<file path="config.mk">
export PLATFORM = sky130hd
export DESIGN_NAME = adc_serial_shifter
export DESIGN_NICKNAME = d
export VERILOG_FILES = /design/src/rtl/adc_shift_pkg.sv /design/src/rtl/adc_edge_sync.sv /design/src/rtl/adc_frame_counter.sv /design/src/rtl/adc_result_store.sv /design/src/rtl/adc_serial_shifter.sv
export SDC_FILE = /design/constraint.sdc
export NUM_CORES = 1
export LEC_CHECK = 0
export ABC_AREA = 1
export BUFFER_PORTS_ARGS = -buffer_cell sky130_fd_sc_hd__buf_4
export CAP_MARGIN = 40
export CORE_UTILIZATION = 35
export CTS_CLUSTER_DIAMETER = 50
export DETAILED_ROUTE_END_ITERATION = 7
export GPL_TIMING_DRIVEN = 0
export PLACE_DENSITY = 0.49
export RECOVER_POWER = 100
export REMOVE_ABC_BUFFERS = 1
export SETUP_SLACK_MARGIN = 0.15
export SYNTH_ARGS = -nofsm -noshare
export SYNTH_HDL_FRONTEND = slang
export SYNTH_HIERARCHICAL = 1
export SYNTH_SLANG_ARGS = --single-unit
export TNS_END_PERCENT = 5
</file>
<file path="constraint.sdc">
create_clock -name clk -period 4 [get_ports clk]
set_input_delay 0.6 -clock clk [delete_from_list [all_inputs] [get_ports clk]]
set_output_delay 0.6 -clock clk [all_outputs]
set_load 0.1 [all_outputs]
</file>
<file path="src/rtl/adc_shift_pkg.sv">
package adc_shift_pkg;
  localparam int unsigned DEF_RES_W  = 12;
  localparam int unsigned DEF_PAD_W  = 4;
  localparam int unsigned DEF_STAGES = 2;

  typedef struct packed {
    logic rise;
    logic fall;
  } edge_ev_t;
endpackage

</file>
<file path="src/rtl/adc_edge_sync.sv">
module adc_edge_sync #(
  parameter int unsigned STAGES  = 2,
  parameter logic        RST_VAL = 1'b0
) (
  input  logic                    clk,
  input  logic                    rst_n,
  input  logic                    din,
  output logic                    level,
  output adc_shift_pkg::edge_ev_t ev
);
  // STAGES synchronizer flops plus one history flop for edge detection
  logic [STAGES:0] chain;

  always_ff @(posedge clk or negedge rst_n) begin
    if (!rst_n) chain <= {(STAGES+1){RST_VAL}};
    else        chain <= {chain[STAGES-1:0], din};
  end

  assign level   = chain[STAGES-1];
  assign ev.rise = chain[STAGES-1] & ~chain[STAGES];
  assign ev.fall = ~chain[STAGES-1] & chain[STAGES];
endmodule

</file>
<file path="src/rtl/adc_frame_counter.sv">
module adc_frame_counter #(
  parameter int unsigned FRAME_LEN = 16,
  localparam int unsigned CNT_W    = $clog2(FRAME_LEN + 1)
) (
  input  logic             clk,
  input  logic             rst_n,
  input  adc_shift_pkg::edge_ev_t sclk_ev,
  input  logic             cnv_rst,
  output logic [CNT_W-1:0] pos,
  output logic             oe,
  output logic             in_frame
);
  localparam logic [CNT_W-1:0] LAST = CNT_W'(FRAME_LEN - 1);
  localparam logic [CNT_W-1:0] DONE = CNT_W'(FRAME_LEN);

  logic overrun;

  // Position after a falling edge while driving
  function automatic logic [CNT_W-1:0] step_pos(logic [CNT_W-1:0] p, logic wrap);
    if (p != LAST) return p + 1'b1;
    return wrap ? '0 : DONE;
  endfunction

  always_ff @(posedge clk or negedge rst_n) begin
    if (!rst_n) begin
      pos     <= '0;
      oe      <= 1'b0;
      overrun <= 1'b0;
    end else if (cnv_rst) begin
      pos     <= '0;
      oe      <= 1'b0;
      overrun <= 1'b0;
    end else if (sclk_ev.rise) begin
      if (pos == DONE) begin
        pos     <= '0;
        oe      <= 1'b1;
        overrun <= 1'b1;
      end else begin
        oe <= 1'b1;
      end
    end else if (sclk_ev.fall && oe) begin
      pos <= step_pos(pos, overrun);
      if (pos == LAST && !overrun) oe <= 1'b0;
    end
  end

  assign in_frame = oe || (pos != '0);

  assert_pos_range_R3: assert property (@(posedge clk) disable iff (!rst_n)
    pos <= DONE);
  assert_start_R2: assert property (@(posedge clk) disable iff (!rst_n)
    (sclk_ev.rise && !oe && pos == '0 && !cnv_rst) |=> (oe && pos == '0));
  assert_release_R4: assert property (@(posedge clk) disable iff (!rst_n)
    (sclk_ev.fall && oe && pos == LAST && !overrun && !cnv_rst) |=> !oe);
  assert_sticky_R5: assert property (@(posedge clk) disable iff (!rst_n)
    (overrun && oe && !cnv_rst) |=> oe);
  assert_clear_R6: assert property (@(posedge clk) disable iff (!rst_n)
    cnv_rst |=> (!oe && pos == '0));
  assert_hold_R8: assert property (@(posedge clk) disable iff (!rst_n)
    (!sclk_ev.rise && !sclk_ev.fall && !cnv_rst) |=> ($stable(pos) && $stable(oe)));
endmodule

</file>
<file path="src/rtl/adc_result_store.sv">
module adc_result_store #(
  parameter int unsigned RES_W = 12
) (
  input  logic             clk,
  input  logic             rst_n,
  input  logic [RES_W-1:0] data,
  input  logic             load,
  input  logic             in_frame,
  input  logic             clear,
  output logic [RES_W-1:0] word
);
  logic [RES_W-1:0] shadow;
  logic             pending;
  logic             direct;

  assign direct = load && (!in_frame || clear);

  always_ff @(posedge clk or negedge rst_n) begin
    if (!rst_n) begin
      word    <= '0;
      shadow  <= '0;
      pending <= 1'b0;
    end else if (direct) begin
      word    <= data;
      pending <= 1'b0;
    end else if (load) begin
      shadow  <= data;
      pending <= 1'b1;
    end else if (clear && pending) begin
      word    <= shadow;
      pending <= 1'b0;
    end
  end

  assert_shadow_R9: assert property (@(posedge clk) disable iff (!rst_n)
    (in_frame && !clear) |=> $stable(word));
  assert_collide_R10: assert property (@(posedge clk) disable iff (!rst_n)
    (load && clear) |=> (word == $past(data)));
endmodule

</file>
<file path="src/rtl/adc_serial_shifter.sv">
module adc_serial_shifter #(
  parameter int unsigned RES_W  = adc_shift_pkg::DEF_RES_W,
  parameter int unsigned PAD_W  = adc_shift_pkg::DEF_PAD_W,
  parameter int unsigned STAGES = adc_shift_pkg::DEF_STAGES
) (
  input  logic             clk,
  input  logic             rst_n,
  input  logic [RES_W-1:0] res_data,
  input  logic             res_load,
  input  logic             busy_in,
  input  logic             sclk_in,
  input  logic             cnv_n_in,
  output logic             busy_out,
  output logic             sdo,
  output logic             sdo_oe
);
  localparam int unsigned FRAME_LEN = RES_W + PAD_W;
  localparam int unsigned CNT_W     = $clog2(FRAME_LEN + 1);

  adc_shift_pkg::edge_ev_t sclk_ev, cnv_ev;
  logic             sclk_lvl, cnv_lvl;
  logic             cnv_rst;
  logic [CNT_W-1:0] pos;
  logic             in_frame;
  logic [RES_W-1:0] word;

  // Bit of the padded frame at a given position: pad zeros, then MSB first
  function automatic logic frame_bit(logic [RES_W-1:0] w, logic [CNT_W-1:0] idx);
    logic [RES_W-1:0] sh;
    if (int'(idx) < PAD_W || int'(idx) >= FRAME_LEN) return 1'b0;
    sh = w << (int'(idx) - PAD_W);
    return sh[RES_W-1];
  endfunction

  adc_edge_sync #(.STAGES(STAGES), .RST_VAL(1'b0)) u_sclk_sync (
    .clk(clk), .rst_n(rst_n), .din(sclk_in), .level(sclk_lvl), .ev(sclk_ev));

  adc_edge_sync #(.STAGES(STAGES), .RST_VAL(1'b1)) u_cnv_sync (
    .clk(clk), .rst_n(rst_n), .din(cnv_n_in), .level(cnv_lvl), .ev(cnv_ev));

  // conversion-start edge counts only while the serial clock is low
  assign cnv_rst = cnv_ev.fall && !sclk_lvl;

  adc_frame_counter #(.FRAME_LEN(FRAME_LEN)) u_counter (
    .clk(clk), .rst_n(rst_n), .sclk_ev(sclk_ev), .cnv_rst(cnv_rst),
    .pos(pos), .oe(sdo_oe), .in_frame(in_frame));

  adc_result_store #(.RES_W(RES_W)) u_store (
    .clk(clk), .rst_n(rst_n), .data(res_data), .load(res_load),
    .in_frame(in_frame), .clear(cnv_rst), .word(word));

  assign sdo      = sdo_oe && frame_bit(word, pos);
  assign busy_out = busy_in;

  assert_quiet_R1: assert property (@(posedge clk) disable iff (!rst_n)
    !sdo_oe |-> !sdo);
  assert_gate_R7: assert property (@(posedge clk) disable iff (!rst_n)
    (cnv_ev.fall && sclk_lvl && !sclk_ev.rise && !sclk_ev.fall) |=> ($stable(sdo_oe) && $stable(pos)));
  // cnv_lvl only feeds edge detection
  logic unused_cnv_lvl;
  assign unused_cnv_lvl = cnv_lvl;
endmodule

</file>
==> results.cfg, run 1 <==
[clock_network]
cts_max_path_buffers = 2
post_cts_buffers = 0
cts_buffers = 5
cts_resized = 0
clk_pin_slew_worst_paths_ps = 70
htreeDepth = 2
clock-sinks = 38
cts_tree = yes
clk_latency_ps = 280
cts_root_buffer = clkbuf_8
cts_hold_buf = 0

[grt]
grt_pass1_vias = 1590
grt_max_degree = 39
overflow = 0
grt_first_pass_wirelength_um = 7580
antenna_found_initial = 0
track_usage_pct = 15.8

[route]
vias = 1699
antenna_left = 0
vias_per_cell = 4.77
post-route-drc-count = 0
post_drt_wl_per_cell_um = 12.4
drtIter0Drc = 109
drt-total-wl_um = 4410
dr.pass1.iters = 4

[placed_design]
dp_slack_ps = 1620
port_buffers = 18
place_inst = 348
dp_hpwl_um = 2840
dpl-instance-area_um2 = 2260
gp_congestion = 0.743

[floorplan]
start_util_pct = 37.2
ios = 21
floorplan.rows = 27
die_h_um = 79.4
dieWidth_um = 79.4
die_area_um2 = 6310
coreArea_um2 = 5640

[sta]
clock-skew-final_ps = 5.44
grt_setup_unrepaired = false
slew_violations = 39
worst_slew_margin_rel_pct = -40.0
fin_crit_sh_pct = 81.2
worst_hold_slack_ps = 350
layout_setup_ws_ps = 751
worstMarginPinSlew_ps = 2100
clock.fmax_mhz = 308
fin_tns_setup_ps = 0
fin_crit_ps = 3250
finalSetupViolCount = 0
finalHoldViolCount = 0

[critical_path]
setup.worst_path.start = u_counter/pos[2]
worstReg2RegStart = u_cnv_sync/chain[2]
end_kind = output port
arrival_ps = 2650
crit_required_ps = 3400
r2r_slack_ps = 1120
worst-setup-path-type = reg2out
start_kind = register
crit_fanout = 10

[finish]
drive_above_1_share_pct = 10.9
seqCellArea_um2 = 955
fin_util_pct = 39.7
antenna-diode-count = 0
multiInputGateArea_um2 = 858
fin_nets = 305
fillers = 588
stdcell_count = 356
final_area_um2 = 2240
area_growth_pct = 6.68

[synth]
synth_area_per_cell_um2 = 7.86
synth_area_um2 = 2100
netlist_instances = 267
synth-warning-count = 6

[status]
violations = max-capacitance violations, max-slew violations
outcome = finished with violations

[worst_hold_path]
hp-class = reg2reg
hp-start = u_sclk_sync/chain[0]

[flow_run]
drv_cap = 1

[pwr]
cellLeakagePower_nw = 1.18
ir_worst_vdd_mv = 0.204
power_mw = 1.19
p_per_area_nw_per_um2 = 531
power breakdown:
part           internal [mW]  total, mW  switching [mW]
combinational          0.130      0.333           0.203
sequential             0.498      0.602           0.103
clock                  0.124      0.254           0.130
total                  0.753       1.19           0.436
flip-flops by register name, summed over array words and instances, names as in the netlist:
register	flops
u_cnv_sync/chain	3
u_counter/oe	1
u_counter/overrun	1
u_counter/pos	5
u_sclk_sync/chain	3
u_store/pending	1
u_store/shadow	12
u_store/word	12
layout by cell type (no fill, tap or decap), types with 3 or more instances in the layout:
master     n
inv_1     32
clkbuf_8   5
dfrtp_1   35
dfstp_2    3
nand3_1   55
clkbuf_1   7
buf_4     13
ha_1       4
o21ai_0   10
nand2_1   86
nor2_1    16
final timing paths:
check,end,cells after the start
setup / recovery,sdo,8
hold / removal,u_sclk_sync/chain[1],0
setup reg to reg,u_store/word[6],10
hold reg to reg,u_sclk_sync/chain[1],0
max in group asynchronous,u_store/shadow[1],1
min in group asynchronous,u_counter/pos[4],1
worst max-delay path, stage by stage, from the launching register on:
cell and delay, ps:
dfrtp_1 560, inv_1 80, ha_1 200, inv_1 50
ha_1 210, and3b_1 210, nand2_1 50, nor2_1 130
clkbuf_1 880
per-layer routing:
metal	up-vias	global-route usage (%)	wire, um
li1	879	-	-
met1	792	21.2	2140
met2	23	24.8	2070
met3	5	3.43	134
met4	0	6.00	54
met5	-	0	0
cell type report:
class	instances	area share, %
timing repair buffer	19	5.70
sequential	38	42.6
multi-input combinational	185	38.3
inverter	34	5.70
clock buffer	8	3.58
tap	72	4.02
Note: power is estimated with default switching activity, not from simulation.
==> run 2, diff against run 1 <==
==> constraint.sdc (replaced) <==
create_clock -name clk -period 3.2 [get_ports clk]
set_input_delay 0.48 -clock clk [delete_from_list [all_inputs] [get_ports clk]]
set_output_delay 0.48 -clock clk [all_outputs]
set_load 0.1 [all_outputs]
==> results.cfg, run 2 (synthesis results as in run 1) <==
[route]
post_drt_wl_per_cell_um = 12.4
drt-total-wl_um = 4410
post-route-drc-count = 0
drtIter0Drc = 111
vias = 1682
vias_per_cell = 4.72
dr.pass1.iters = 4
antenna_left = 0

[finish]
fin_util_pct = 39.8
most-common-layout-cells = nand2_1 (86), nand3_1 (55), dfrtp_1 (35)
antenna-diode-count = 0
fin_nets = 305
final_common_cell = nand2_1
stdcell_count = 356
top_regs = u_store/shadow x12, u_store/word x12, u_counter/pos x5
drive_above_1_share_pct = 11.3
area_growth_pct = 7.10

[clock_network]
cts_tree = yes
cts_max_path_buffers = 2
clock-sinks = 38
cts_resized = 0
htreeDepth = 2
cts_hold_buf = 0
cts_buffers = 5
cts_root_buffer = clkbuf_8
clk_pin_slew_worst_paths_ps = 70
post_cts_buffers = 0
clk_latency_ps = 280

[critical_path]
worstReg2RegStart = u_cnv_sync/chain[2]
crit_required_ps = 2720
arrival_ps = 2250
end_kind = output port
worst-setup-path-type = reg2out
crit_fanout = 10
start_kind = register
setup.worst_path.start = u_counter/pos[2]

[grt]
grt_pass1_vias = 1590
grt_first_pass_wirelength_um = 7580
overflow = 0
grt_max_degree = 39
antenna_found_initial = 0
track_usage_pct = 15.8

[sta]
worst_slew_margin_rel_pct = -40.3
fin_tns_setup_ps = 0
finalSetupViolCount = 0
finalHoldViolCount = 0
fin_crit_sh_pct = 85.3
slew_violations = 39
fin_crit_ps = 2730
worst_hold_slack_ps = 302
grt_setup_unrepaired = false
clock.fmax_mhz = 366
worstMarginPinSlew_ps = 2100
clock-skew-final_ps = 5.16

[worst_hold_path]
hp-class = in2reg
hp-start = cnv_n_in

[floorplan]
die_h_um = 79.4
dieWidth_um = 79.4
die_area_um2 = 6310
start_util_pct = 37.2
ios = 21
floorplan.rows = 27
coreArea_um2 = 5640

[pwr]
p_per_area_nw_per_um2 = 662
ir_worst_vdd_mv = 0.255
cellLeakagePower_nw = 1.18
power_mw = 1.49

[placed_design]
place_inst = 348
port_buffers = 18
dp_hpwl_um = 2840
gp_congestion = 0.743

[status]
violations = max-capacitance violations, max-slew violations
outcome = finished with violations

[flow_run]
drv_cap = 1
[run 2: cell count changes in the layout (fill, tap and decap cells not counted)]
| cell | delta |
|---|---|
| o21ai_2 | -1 |
| clkbuf_2 | +1 |
| clkbuf_1 | -2 |
| o21ai_0 | +1 |
| buf_8 | +1 |
[run 2: stage by stage]
stage | area [um2] | setup WS (ps)
detailed placement | 2260 | 938
floorplan | 2020 | 199
global route | 2250 | 308
global placement | 2250 | 306
finish | 2250 | 469
CTS | 2340 | 609
[run 2: critical path, cell delays in order, from the launching register on]
cell      delay (ps)
dfrtp_1          560
inv_1             80
ha_1             200
inv_1             50
ha_1             210
and3b_1          210
nand2_1           50
nor2_1           130
clkbuf_2         480
[run 2: power breakdown]
group	internal (mW)	switching, mW	total, mW
Clock	0.155	0.163	0.318
Sequential	0.623	0.129	0.752
Combinational	0.165	0.254	0.419
[run 2: layout make-up]
cell class / instances / area (um2)
tap: 72 / 90.1
clock buffer: 8 / 80.1
multi-input combinational: 185 / 855
fill: 589 / 3390
timing repair buffer: 19 / 140
inverter: 34 / 128
sequential: 38 / 955
[run 2: final timing paths]
check / end / slack, ps / depth (start not counted)
worst max-delay path: sdo / 470 / 8
worst min-delay path: u_cnv_sync/chain[0] / 300 / 1
worst max register to register: u_store/word[6] / 670 / 10
worst min register to register: u_sclk_sync/chain[1] / 350 / 0
max in group asynchronous: u_store/shadow[1] / 1200 / 1
min in group asynchronous: u_counter/pos[4] / 800 / 1
[run 2: metal layers]
| metal | track usage, % | part of all wire (%) |
|---|---|---|
| met3 | 3.43 | 4.0 |
| met1 | 21.2 | 48 |
| met4 | 6.00 | 1.2 |
| met2 | 24.8 | 46 |
| met5 | 0 | 0 |
==> run 3, diff against run 2 <==
--- a/config.mk
+++ b/config.mk
@@ -8,6 +8,7 @@
 export ABC_AREA = 1
 export BUFFER_PORTS_ARGS = -buffer_cell sky130_fd_sc_hd__buf_4
 export CAP_MARGIN = 40
+export CORE_MARGIN = 2
 export CORE_UTILIZATION = 35
 export CTS_CLUSTER_DIAMETER = 50
 export DETAILED_ROUTE_END_ITERATION = 7
@@ -15,7 +16,7 @@
 export PLACE_DENSITY = 0.49
 export RECOVER_POWER = 100
 export REMOVE_ABC_BUFFERS = 1
-export SETUP_SLACK_MARGIN = 0.15
+export SETUP_SLACK_MARGIN = 0.2
 export SYNTH_ARGS = -nofsm -noshare
 export SYNTH_HDL_FRONTEND = slang
 export SYNTH_HIERARCHICAL = 1
==> constraint.sdc (replaced) <==
create_clock -name clk -period 2.6 [get_ports clk]
set_input_delay 0.39 -clock clk [delete_from_list [all_inputs] [get_ports clk]]
set_output_delay 0.39 -clock clk [all_outputs]
set_load 0.1 [all_outputs]
==> results.cfg, run 3 (synthesis results as in run 1) <==
[status]
outcome = complete, no violations

[grt]
grt_max_degree = 39
track_usage_pct = 16.1
grt_pass1_vias = 1688
grt_first_pass_wirelength_um = 7990
antenna_found_initial = 0
overflow = 0

[finish]
drive_above_1_share_pct = 15.0
final_common_cell = nand2_1
fillers = 656
fin_util_pct = 39.6
antenna-diode-count = 0
stdcell_count = 361
multiInputGateArea_um2 = 865
most-common-layout-cells = nand2_1 (85), nand3_1 (55), dfrtp_1 (33)
top_regs = u_store/shadow x12, u_store/word x12, u_counter/pos x5
fin_nets = 307
area_growth_pct = 10.3
seqCellArea_um2 = 957

[critical_path]
critPathTopFamily = flip-flops
crit_fanout = 6
cpPeakStageDelay_ps = 450
cp_num_buf_inv = 3
start_kind = register
worst-setup-path-type = reg2out
crit_slowest_cell = dfrtp_2
end_kind = output port
arrival_ps = 1960
cp_cell_sequence = inv_1 > ha_1 > inv_1 > ha_1 > and3b_1 > nand2_1 > nor2_2 > clkbuf_4
crit_required_ps = 2210

[floorplan]
die_area_um2 = 6630
ios = 21
coreArea_um2 = 5850
start_util_pct = 35.9
dieWidth_um = 81.4
floorplan.rows = 28
die_h_um = 81.4

[flow_run]
drv_cap = 0

[pwr]
cellLeakagePower_nw = 1.22
ir_worst_vdd_mv = 0.297
p_per_area_nw_per_um2 = 832

[sta]
clock-skew-final_ps = 4.76
fin_tns_setup_ps = 0
slew_violations = 0
finalSetupViolCount = 0
clock.fmax_mhz = 426
fin_crit_ps = 2350
fin_crit_sh_pct = 90.3
worst_slew_margin_rel_pct = 22.9
layout_setup_ws_ps = 253
grt_setup_unrepaired = false
worstMarginPinSlew_ps = 1160
finalHoldViolCount = 0

[clock_network]
cts_max_path_buffers = 2
htreeDepth = 2
cts_tree = yes
cts_root_buffer = clkbuf_8
clk_latency_ps = 290
clock-sinks = 38
cts_buffers = 5
clk_pin_slew_worst_paths_ps = 70

[route]
antenna_left = 0
post_drt_wl_per_cell_um = 12.5
dr.pass1.iters = 4
post-route-drc-count = 0
drt-total-wl_um = 4510
drtIter0Drc = 96
vias_per_cell = 4.73
vias = 1707

[placed_design]
port_buffers = 18
gp_congestion = 0.731
place_inst = 351
dp_slack_ps = 399
dp_hpwl_um = 2840

[worst_hold_path]
hp-class = in2async
-- run 3: cell count changes in the layout (fill, tap and decap cells not counted), moves of 2 or more --
cell / change
dfrtp_2: +2
buf_4: +3
clkbuf_1: -4
clkbuf_8: +3
dfrtp_1: -2
-- run 3: path summary, 6_finish.rpt --
kind                                           start  slack (ps)                   end  depth (start not counted)
min in group clk                            cnv_n_in         210   u_cnv_sync/chain[0]                          1
worst min-delay path                           rst_n          70      u_counter/pos[4]                          1
worst max-delay path                u_counter/pos[3]         250                   sdo                          8
max in group asynchronous                      rst_n        2170   u_cnv_sync/chain[1]                          1
worst min register to register  u_sclk_sync/chain[0]         350  u_sclk_sync/chain[1]                          0
worst max register to register   u_cnv_sync/chain[2]         380       u_store/word[0]                         10
-- run 3: power by group --
group	internal [mW]	switching, mW
combinational	0.210	0.331
sequential	0.768	0.144
clock	0.268	0.203
-- run 3: what timing repair did --
item	4_1_cts	5_1_grt
pin swaps	0	0
hold buffers	0	0
setup buffers	1	1
endpoints found under the setup margin	1	1
resized for setup	3	3
-- run 3: final cells by class --
cell class	count	area share (%)
sequential	38	41.4
tap	75	4.05
multi-input combinational	185	37.4
inverter	34	5.51
clock buffer	8	4.76
timing repair buffer	21	6.97
-- run 3: worst register-to-register path: cells and delay by family, from the launching register on --
kind / cells / cell delay (ps)
and+or+nand+nor: 6 / 1250
DFF: 1 / 520
buffers and inverters: 4 / 360
-- run 3: per-layer routing --
| layer | vias to the layer above | track usage [%] | wire (um) | share of wire (%) |
|---|---|---|---|---|
| met4 | 0 | 6.44 | 46 | 1.0 |
| met1 | 813 | 19.5 | 2170 | 48 |
| met5 | - | 0 | 0 | 0 |
| met2 | 16 | 27.5 | 2150 | 48 |
| met3 | 2 | 3.63 | 138 | 3.1 |
| li1 | 876 | - | - | - |
-- run 3: through the flow --
step | area [um2] | hold WS (ps) | power (mW)
4_1_cts | 2390 | 78.9 | 2.01
3_3_place_gp | 2250 | 339 | 1.50
3_5_place_dp | 2270 | 335 | 1.51
6_report | 2310 | 67.8 | 1.93
2_1_floorplan | 2020 | 94.4 | 1.33
5_1_grt | 2310 | 98.7 | 2.12
